<file path="config.mk">
export PLATFORM = sky130hd
export DESIGN_NAME = mac_csa_acc
export DESIGN_NICKNAME = d
export VERILOG_FILES = /design/src/rtl/mac_csa_pkg.sv /design/src/rtl/mac_fa_row.sv /design/src/rtl/mac_prod_rows.sv /design/src/rtl/mac_csa_tree.sv /design/src/rtl/mac_csa_acc.sv
export SDC_FILE = /design/constraint.sdc
export NUM_CORES = 1
export LEC_CHECK = 0
export ABC_AREA = 1
export BUFFER_PORTS_ARGS = -buffer_cell sky130_fd_sc_hd__buf_2
export CORE_ASPECT_RATIO = 1.25
export CORE_MARGIN = 2
export CORE_UTILIZATION = 30
export CTS_CLUSTER_DIAMETER = 100
export CTS_CLUSTER_SIZE = 16
export DETAILED_ROUTE_END_ITERATION = 10
export PLACE_DENSITY = 0.51
export SKIP_CTS_REPAIR_TIMING = 1
export SLEW_MARGIN = 10
export SYNTH_ARGS = -nofsm -noshare
export SYNTH_HDL_FRONTEND = slang
export SYNTH_SLANG_ARGS = --single-unit
</file>
<file path="constraint.sdc">
create_clock -name clk -period 0.8 [get_ports clk]
set_input_delay 0.12 -clock clk [delete_from_list [all_inputs] [get_ports clk]]
set_output_delay 0.12 -clock clk [all_outputs]
set_load 0.02 [all_outputs]
</file>
<file path="src/rtl/mac_csa_pkg.sv">
package mac_csa_pkg;

  function automatic int imin(int a, int b);
    return (a < b) ? a : b;
  endfunction

  function automatic int imax(int a, int b);
    return (a > b) ? a : b;
  endfunction

  // rows produced by one product port: one per multiplier bit, plus a
  // correction row when signed
  function automatic int prod_rows(int wx, int wy, int w, bit sgn);
    return imin(imin(wx, wy), w) + (sgn ? 1 : 0);
  endfunction

  // row count after one layer of 3:2 compression
  function automatic int next_rows(int n);
    return (n > 2) ? 2 * (n / 3) + (n % 3) : n;
  endfunction

  function automatic int rows_at(int n0, int l);
    int n;
    n = n0;
    for (int i = 0; i < l; i++) n = next_rows(n);
    return n;
  endfunction

  function automatic int tree_layers(int n0);
    int n;
    int l;
    n = n0;
    l = 0;
    while (n > 2) begin
      n = next_rows(n);
      l++;
    end
    return l;
  endfunction

  // compressors placed in all layers before layer l
  function automatic int comps_before(int n0, int l);
    int n;
    int c;
    n = n0;
    c = 0;
    for (int i = 0; i < l; i++) begin
      c += n / 3;
      n = next_rows(n);
    end
    return c;
  endfunction

  // smallest number of extra rows so that carry slots plus extra rows
  // can hold every single-bit addend
  function automatic int extra_rows(int r0, int nb);
    for (int e = 0; e <= nb; e++)
      if (imax(r0 + e - 2, 0) + e >= nb) return e;
    return nb;
  endfunction

endpackage

</file>
<file path="src/rtl/mac_fa_row.sv">
module mac_fa_row #(
  parameter int W = 16
) (
  input  logic [W-1:0] in_a,
  input  logic [W-1:0] in_b,
  input  logic [W-1:0] in_c,
  input  logic         fill_bit,
  output logic [W-1:0] sum_row,
  output logic [W-1:0] cy_row
);
  logic [W-1:0] half;
  logic [W-1:0] cout;

  assign half    = in_a ^ in_b;
  assign sum_row = half ^ in_c;
  assign cout    = (in_a & in_b) | (in_c & half);
  // carries move up one weight; the freed bit 0 takes a pending addend
  assign cy_row  = {cout[W-2:0], fill_bit};
endmodule

</file>
<file path="src/rtl/mac_prod_rows.sv">
module mac_prod_rows
  import mac_csa_pkg::*;
#(
  parameter int W   = 16,
  parameter int WX  = 8,
  parameter int WY  = 8,
  parameter bit SGN = 1'b0,
  parameter bit SUB = 1'b0,
  localparam int NR = prod_rows(WX, WY, W, SGN)
) (
  input  logic [WX-1:0] x,
  input  logic [WY-1:0] y,
  output logic [W-1:0]  rows [NR]
);
  localparam int WM = (WX >= WY) ? WX : WY;   // multiplicand width
  localparam int WN = (WX >= WY) ? WY : WX;   // multiplier width
  localparam int NB = imin(WN, W);

  logic [WM-1:0] m_raw;
  logic [WN-1:0] n_raw;
  logic [W-1:0]  m_ext;

  if (WX >= WY) begin : g_x_wide
    assign m_raw = x;
    assign n_raw = y;
  end else begin : g_y_wide
    assign m_raw = y;
    assign n_raw = x;
  end

  for (genvar b = 0; b < W; b++) begin : g_ext
    if (b < WM) begin : g_in
      assign m_ext[b] = m_raw[b];
    end else if (SGN) begin : g_sx
      assign m_ext[b] = m_raw[WM-1];
    end else begin : g_zx
      assign m_ext[b] = 1'b0;
    end
  end

  for (genvar i = 0; i < NB; i++) begin : g_row
    logic [W-1:0] sh;
    logic [W-1:0] raw;
    assign sh = m_ext << i;
    if (SGN && (i == NB - 1)) begin : g_sign
      // negative weight: inverted upper part, low i bits cleared
      assign raw = (~sh & ({W{1'b1}} << i)) & {W{n_raw[i]}};
    end else begin : g_plain
      assign raw = sh & {W{n_raw[i]}};
    end
    assign rows[i] = SUB ? ~raw : raw;
  end

  if (SGN) begin : g_corr
    logic [W-1:0] corr;
    assign corr     = {{(W-1){1'b0}}, n_raw[NB-1]} << (NB - 1);
    assign rows[NB] = SUB ? ~corr : corr;
  end
endmodule

</file>
<file path="src/rtl/mac_csa_tree.sv">
module mac_csa_tree
  import mac_csa_pkg::*;
#(
  parameter int W     = 16,
  parameter int NR0   = 4,
  parameter int NBITS = 1,
  localparam int NEX   = extra_rows(NR0, NBITS),
  localparam int NIN   = NR0 + NEX,
  localparam int NL    = tree_layers(NIN),
  localparam int NSLOT = imin(NBITS, imax(NIN - 2, 0))
) (
  input  logic [W-1:0]     rows [NR0],
  input  logic [NBITS-1:0] bits,
  output logic [W-1:0]     sum
);
  logic [W-1:0] lay [NL+1][NIN];

  for (genvar r = 0; r < NR0; r++) begin : g_in
    assign lay[0][r] = rows[r];
  end

  // addends that found no carry slot get a row of their own
  for (genvar e = 0; e < NEX; e++) begin : g_ex
    if (NSLOT + e < NBITS) begin : g_b
      assign lay[0][NR0+e] = {{(W-1){1'b0}}, bits[NSLOT+e]};
    end else begin : g_z
      assign lay[0][NR0+e] = '0;
    end
  end

  for (genvar l = 0; l < NL; l++) begin : g_lay
    localparam int N  = rows_at(NIN, l);
    localparam int G  = N / 3;
    localparam int NN = rows_at(NIN, l + 1);
    localparam int CB = comps_before(NIN, l);

    for (genvar g = 0; g < G; g++) begin : g_grp
      logic fill;
      if (CB + g < NSLOT) begin : g_fill
        assign fill = bits[CB+g];
      end else begin : g_nofill
        assign fill = 1'b0;
      end
      mac_fa_row #(.W(W)) u_fa (
        .in_a    (lay[l][3*g]),
        .in_b    (lay[l][3*g+1]),
        .in_c    (lay[l][3*g+2]),
        .fill_bit(fill),
        .sum_row (lay[l+1][2*g]),
        .cy_row  (lay[l+1][2*g+1])
      );
    end

    for (genvar j = 0; j < N % 3; j++) begin : g_pass
      assign lay[l+1][2*G+j] = lay[l][3*G+j];
    end

    for (genvar r = NN; r < NIN; r++) begin : g_idle
      assign lay[l+1][r] = '0;
    end
  end

  if (rows_at(NIN, NL) >= 2) begin : g_cpa
    assign sum = lay[NL][0] + lay[NL][1];
  end else begin : g_one
    assign sum = lay[NL][0];
  end
endmodule

</file>
<file path="src/rtl/mac_csa_acc.sv">
module mac_csa_acc
  import mac_csa_pkg::*;
#(
  parameter int W         = 16,
  parameter int A0_W      = 8,
  parameter int B0_W      = 8,
  parameter int A1_W      = 6,
  parameter int B1_W      = 5,
  parameter int C_W       = 12,
  parameter int NBITS     = 3,
  parameter bit P0_SIGNED = 1'b1,
  parameter bit P0_SUB    = 1'b0,
  parameter bit P1_SIGNED = 1'b0,
  parameter bit P1_SUB    = 1'b1,
  parameter bit C_SIGNED  = 1'b1,
  parameter bit C_SUB     = 1'b1,
  parameter bit OUT_REG   = 1'b1
) (
  input  logic             clk,
  input  logic             rst_n,
  input  logic [A0_W-1:0]  a0,
  input  logic [B0_W-1:0]  b0,
  input  logic [A1_W-1:0]  a1,
  input  logic [B1_W-1:0]  b1,
  input  logic [C_W-1:0]   c,
  input  logic [NBITS-1:0] bits,
  output logic [W-1:0]     y
);
  localparam int NRP0 = prod_rows(A0_W, B0_W, W, P0_SIGNED);
  localparam int NRP1 = prod_rows(A1_W, B1_W, W, P1_SIGNED);
  localparam int NR0  = NRP0 + NRP1 + 2;
  // every inverted row owes +1; all of them collapse into one constant
  localparam int KSUM = (P0_SUB ? NRP0 : 0) + (P1_SUB ? NRP1 : 0) + (C_SUB ? 1 : 0);
  localparam logic [W-1:0] KROW = W'(KSUM);

  logic [W-1:0] p0_rows  [NRP0];
  logic [W-1:0] p1_rows  [NRP1];
  logic [W-1:0] all_rows [NR0];
  logic [W-1:0] c_ext;
  logic [W-1:0] sum;

  mac_prod_rows #(.W(W), .WX(A0_W), .WY(B0_W), .SGN(P0_SIGNED), .SUB(P0_SUB)) u_p0 (
    .x(a0), .y(b0), .rows(p0_rows)
  );

  mac_prod_rows #(.W(W), .WX(A1_W), .WY(B1_W), .SGN(P1_SIGNED), .SUB(P1_SUB)) u_p1 (
    .x(a1), .y(b1), .rows(p1_rows)
  );

  for (genvar b = 0; b < W; b++) begin : g_cext
    if (b < C_W) begin : g_in
      assign c_ext[b] = c[b];
    end else if (C_SIGNED) begin : g_sx
      assign c_ext[b] = c[C_W-1];
    end else begin : g_zx
      assign c_ext[b] = 1'b0;
    end
  end

  for (genvar i = 0; i < NRP0; i++) begin : g_r0
    assign all_rows[i] = p0_rows[i];
  end
  for (genvar i = 0; i < NRP1; i++) begin : g_r1
    assign all_rows[NRP0+i] = p1_rows[i];
  end
  assign all_rows[NRP0+NRP1]   = C_SUB ? ~c_ext : c_ext;
  assign all_rows[NRP0+NRP1+1] = KROW;

  mac_csa_tree #(.W(W), .NR0(NR0), .NBITS(NBITS)) u_tree (
    .rows(all_rows), .bits(bits), .sum(sum)
  );

  if (OUT_REG) begin : g_reg
    logic [W-1:0] y_d;
    logic [W-1:0] y_q;

    always_comb begin
      y_d = sum;
    end

    always_ff @(posedge clk or negedge rst_n) begin
      if (!rst_n) y_q <= '0;
      else        y_q <= y_d;
    end

    assign y = y_q;
  end else begin : g_comb
    assign y = sum;
  end
endmodule

</file>
==> flow_metrics.py, run 1 <==
metrics = {
    "floorplan": {
        "die_area_um2": 17650,
        "die_y_um": 148.0,
        "die_width_um": 119.2,
        "num_io_pins": 60,
        "core_um2": 16200,
        "num_rows": 52,
        "start_util": 0.3073,
    },
    "finish": {
        "ff_latch_area_um2": 400.4,
        "drive_above_1_share": 0.3423,
        "final_common_cell": "inv_1",
        "largest_register_ffs": 16,
        "final_cell_mix": "inv_1, nand2_1, fa_1",
        "fin_nets": 950,
        "syn2layout_area_growth_pct": 41.52,
        "antennaDiodeCount": 0,
        "multiInputGateArea_um2": 4289,
        "n_fill_cell": 1599,
        "final_util": 0.4349,
    },
    "clock_tree": {
        "root_buffer": "clkbuf_16",
        "htreeDepth": 1,
        "cts_max_path_buffers": 2,
        "cts_tree": "built",
        "cts_buffers": 3,
        "numClockSinks": 16,
        "clk_pin_slew_ns": 0.05,
    },
    "sta": {
        "hold_viol_final": 0,
        "finalSetupViolCount": 32,
        "rsz0062_at_grt": "yes",
        "period_share": 5.406,
        "relSlewSlack": 0.7494,
        "period_needed_ns": 4.325,
        "fmax_ghz": 0.2312,
        "timing.hold.ws_ns": 0.3347,
        "setup_tns_ns": -47.73,
        "setup_ws_ns": -3.525,
        "slew_viol_final": 0,
        "tightest_slew_ns": 0.3759,
    },
    "synthesis": {
        "yosysWarnings": 0,
        "syn_inst": 628,
        "yosysUniqueCellTypes": 21,
        "synth_area_um2": 4979,
        "synth.yosys.seq_area_share": 0.08042,
        "avgSynthCellArea_um2": 7.928,
        "ys_ff_latch": 16,
        "syn_nets": 831,
    },
    "worst_setup_path": {
        "setup.worst_path.class": "input pin to flop",
        "cp.arrival_ns": 4.46,
        "worstSetupEndpointType": "flop",
        "crit_path_start_kind": "input pin",
        "required_ns": 0.94,
        "critPathMaxFanout": 7,
    },
    "detailed_routing": {
        "routedWlPerCell_um": 11.33,
        "drt_iter0_markers": 148,
        "drc": 0,
        "antenna_left": 0,
        "finalWirelength_um": 10890,
        "via_per_inst": 4.139,
        "num_vias": 3978,
        "firstDrtPassIters": 5,
    },
    "global_routing": {
        "grt_max_degree": 17,
        "grt_pass1_vias": 4339,
        "overflow": 0,
        "grt_pass1_wl_um": 19090,
        "grt_usage": 0.1314,
        "antenna_found_initial": 0,
    },
    "placement": {
        "portBuffers": 59,
        "gp_congestion": 0.8703,
        "dp_hpwl_um": 9708,
    },
    "run": {
        "max_cap_violations": 0,
    },
    "run_status": {
        "status": "finished, violations left",
        "violations": "setup timing",
    },
    "worst_hold_path": {
        "hp-class": "input pin to flop",
    },
}
==> layer usage <==
metal	vias up	GRT usage	part of all wire
li1	1978	-	-
met1	1932	0.1540	0.39
met2	60	0.2626	0.56
met3	8	0.01312	0.030
met4	0	0.01488	0.013
met5	-	0	0
==> through the flow <==
stage,std cells,worst slack [ns],area (um^2)
final,961,-3.525,7046
after global placement,951,-3.877,6223
after global routing,961,-3.706,7046
after detailed placement,951,-3.910,6223
after floorplan,628,-3.691,5396
after CTS,954,-3.656,6299
==> cells in the mapped netlist (all sizes together) <==
| library cell | n | area, um^2 |
|---|---|---|
| clkbuf | 15 | 56.30 |
| nor2 | 22 | 85.09 |
| xor2 | 5 | 43.79 |
| ha | 58 | 725.7 |
| a21oi | 10 | 50.05 |
| o21bai | 1 | 7.510 |
| a21boi | 1 | 7.510 |
| a31oi | 1 | 6.260 |
| nand3 | 14 | 85.08 |
| fa | 101 | 2022 |
| xnor2 | 6 | 52.55 |
| and2 | 1 | 6.260 |
| inv | 223 | 837.1 |
| o21ai | 4 | 27.53 |
| nand2 | 150 | 565.6 |
| dfrtp | 16 | 400.4 |
==> final timing paths <==
check | start | endpoint | slack [ns] | depth (start not counted)
worst max-delay path | a0[7] | y[15] | -3.52 | 21
worst min-delay path | c[0] | y[0] | 0.33 | 4
max in group asynchronous | rst_n | y[7] | 0.19 | 2
min in group asynchronous | rst_n | y[8] | 0.34 | 2
==> logic make-up after synthesis <==
| kind of cell | Yosys count | share of synthesized area |
|---|---|---|
| fa+ha+maj | 159 | 0.5519 |
| buf+inv | 238 | 0.1794 |
| flops | 16 | 0.08042 |
| simple gates | 187 | 0.1490 |
| compound gates | 17 | 0.01986 |
| xor+xnor | 11 | 0.01935 |
==> critical path, stage by stage <==
cell     delay, ns
buf_12        0.12
nand2_4       0.07
inv_4         0.04
fa_1          0.56
inv_2         0.06
fa_2          0.58
buf_4         0.13
fa_1          0.42
fa_1          0.47
fa_1          0.49
inv_1         0.05
fa_1          0.49
ha_4          0.33
nand2_4       0.07
nor2_4        0.08
and2_1        0.12
nand2_1       0.06
nand3_2       0.08
inv_1         0.04
nand2_1       0.05
nand2_1       0.04
==> area by class of cell <==
cell class                      instances  share of cell area
Sequential cell                        16             0.05683
Inverter                              223              0.1204
Tap cell                              216             0.03836
Timing Repair Buffer                  129              0.1650
Clock buffer                            3             0.01066
Multi-Input combinational cell        374              0.6088
Power of run 1 is left out: the tool's default activity adds up to more than one toggle a clock period on the data nets, which glitch-free logic cannot reach.
==> run 2: changes to the inputs <==
--- a/config.mk
+++ b/config.mk
@@ -13,7 +13,7 @@
 export CTS_CLUSTER_DIAMETER = 100
 export CTS_CLUSTER_SIZE = 16
 export DETAILED_ROUTE_END_ITERATION = 10
-export PLACE_DENSITY = 0.51
+export PLACE_DENSITY = 0.53
 export SKIP_CTS_REPAIR_TIMING = 1
 export SLEW_MARGIN = 10
 export SYNTH_ARGS = -nofsm -noshare
==> run 2 against run 1 <==
Net effect: the run still ends with setup timing left; hold slack worse by 0.0080 ns; wire length is 2.3% lower; sequential share of layout area is 0.096 points higher; flip-flop and latch count stayed put; via count is 1.4% lower; global-route usage is 0.10 points lower; non-clock buffer count is 7 lower; first-iteration DRC count is 49% lower; critical path depth is 2 higher; cell area is 1.7% lower.
==> flow_metrics.py, run 2 (synthesized netlist as in run 1, its figures left out) <==
metrics = {
    "worst_setup_path": {
        "path_cells": "buf_6 > nand2_2 > inv_2 > fa_1 > fa_1 > inv_1 > fa_1 > inv_2 > fa_1 > inv_1 > fa_1 > inv_2 > fa_1 > inv_2 > ha_4 > nand2_4 > nor2_4 > and2_1 > nand2_1 > nand3_2 > inv_2 > nand2_1 > nand2_1",
        "required_ns": 0.94,
        "crit_family": "adder cells",
        "cp-startpoint": "b1[3]",
        "crit_top_cell": "fa_1",
        "critPathMaxFanout": 4,
        "slowest_delay_ns": 0.55,
        "worstSetupEndpointType": "flop",
        "crit_path_start_kind": "input pin",
        "cp.arrival_ns": 4.52,
        "setup.worst_path.class": "input pin to flop",
        "crit_slowest_cell": "fa_1",
        "path_buf_inv": 8,
    },
    "global_routing": {
        "grt_max_degree": 17,
        "antenna_found_initial": 0,
        "grt_pass1_vias": 4328,
        "grt_pass1_wl_um": 18940,
        "grt_usage": 0.1304,
        "overflow": 0,
    },
    "sta": {
        "timing.hold.ws_ns": 0.3266,
        "period_needed_ns": 4.383,
        "setup_ws_ns": -3.583,
        "period_share": 5.479,
        "finalSetupViolCount": 32,
        "relSlewSlack": 0.7475,
        "rsz0062_at_grt": "yes",
        "slew_viol_final": 0,
        "hold_viol_final": 0,
        "tightest_slew_ns": 0.3788,
        "fmax_ghz": 0.2282,
    },
    "floorplan": {
        "core_um2": 16200,
        "start_util": 0.3073,
        "num_rows": 52,
        "die_width_um": 119.2,
        "num_io_pins": 60,
        "die_y_um": 148.0,
        "die_area_um2": 17650,
    },
    "clock_tree": {
        "cts_max_path_buffers": 2,
        "htreeDepth": 1,
        "cts_buffers": 3,
        "clk_pin_slew_ns": 0.05,
        "numClockSinks": 16,
        "root_buffer": "clkbuf_16",
        "cts_tree": "built",
    },
    "placement": {
        "dp_hpwl_um": 9536,
        "postPlaceCellArea_um2": 6191,
        "portBuffers": 59,
        "gp_congestion": 0.8034,
    },
    "detailed_routing": {
        "drc": 0,
        "num_vias": 3924,
        "antenna_left": 0,
        "drt_iter0_markers": 76,
        "via_per_inst": 4.109,
        "firstDrtPassIters": 4,
        "routedWlPerCell_um": 11.15,
        "finalWirelength_um": 10650,
    },
    "run_status": {
        "status": "finished, violations left",
        "violations": "setup timing",
    },
    "finish": {
        "ff_latch_area_um2": 400.4,
        "largest_register_ffs": 16,
        "n_fill_cell": 1627,
        "final_common_cell": "inv_1",
        "antennaDiodeCount": 0,
        "drive_above_1_share": 0.3207,
        "finalInstanceArea_um2": 6928,
        "multiInputGateArea_um2": 4219,
        "fin_nets": 943,
        "final_cell_mix": "inv_1, nand2_1, fa_1",
        "syn2layout_area_growth_pct": 39.16,
    },
    "run": {
        "max_cap_violations": 0,
    },
    "worst_hold_path": {
        "hp-class": "input pin to async pin",
    },
}
run 2: changes by cell type in the layout (fill, tap and decap cells not counted), sizes merged:
cell,previous run,this run
clkbuf,3,4
buf,128,121
run 2: final timing paths:
kind	endpoint	slack (ns)	depth (start not counted)
setup / recovery	y[15]	-3.58	23
hold / removal	y[13]	0.33	2
max in group asynchronous	y[8]	0.20	2
min in group clk	y[0]	0.34	4
run 2: area by class of cell:
| cell class | count | area share |
|---|---|---|
| clock buffers | 4 | 0.01282 |
| inverters | 223 | 0.1221 |
| flip-flops and latches | 16 | 0.05779 |
| well taps | 216 | 0.03901 |
| repair buffers | 122 | 0.1593 |
| multi-input cells | 374 | 0.6090 |
run 2: stage by stage:
step                      std cells  setup TNS, ns  utilization  setup slack [ns]
after floorplan                 628         -47.75            -            -3.691
after global placement          945         -52.76       0.3821            -3.916
after detailed placement        945         -53.21       0.3821            -3.943
after CTS                       949         -50.43       0.3876            -3.680
after global routing            955         -50.53       0.4276            -3.740
final                           955         -48.07       0.4276            -3.583
run 2: routing by layer:
layer	part of all wire	up-vias	global-route usage
li1	-	1961	-
met3	0.029	8	0.01119
met5	0	-	0
met4	0.014	0	0.01369
met1	0.40	1898	0.1498
met2	0.56	57	0.2661
Power of run 2 is left out for the same reason.
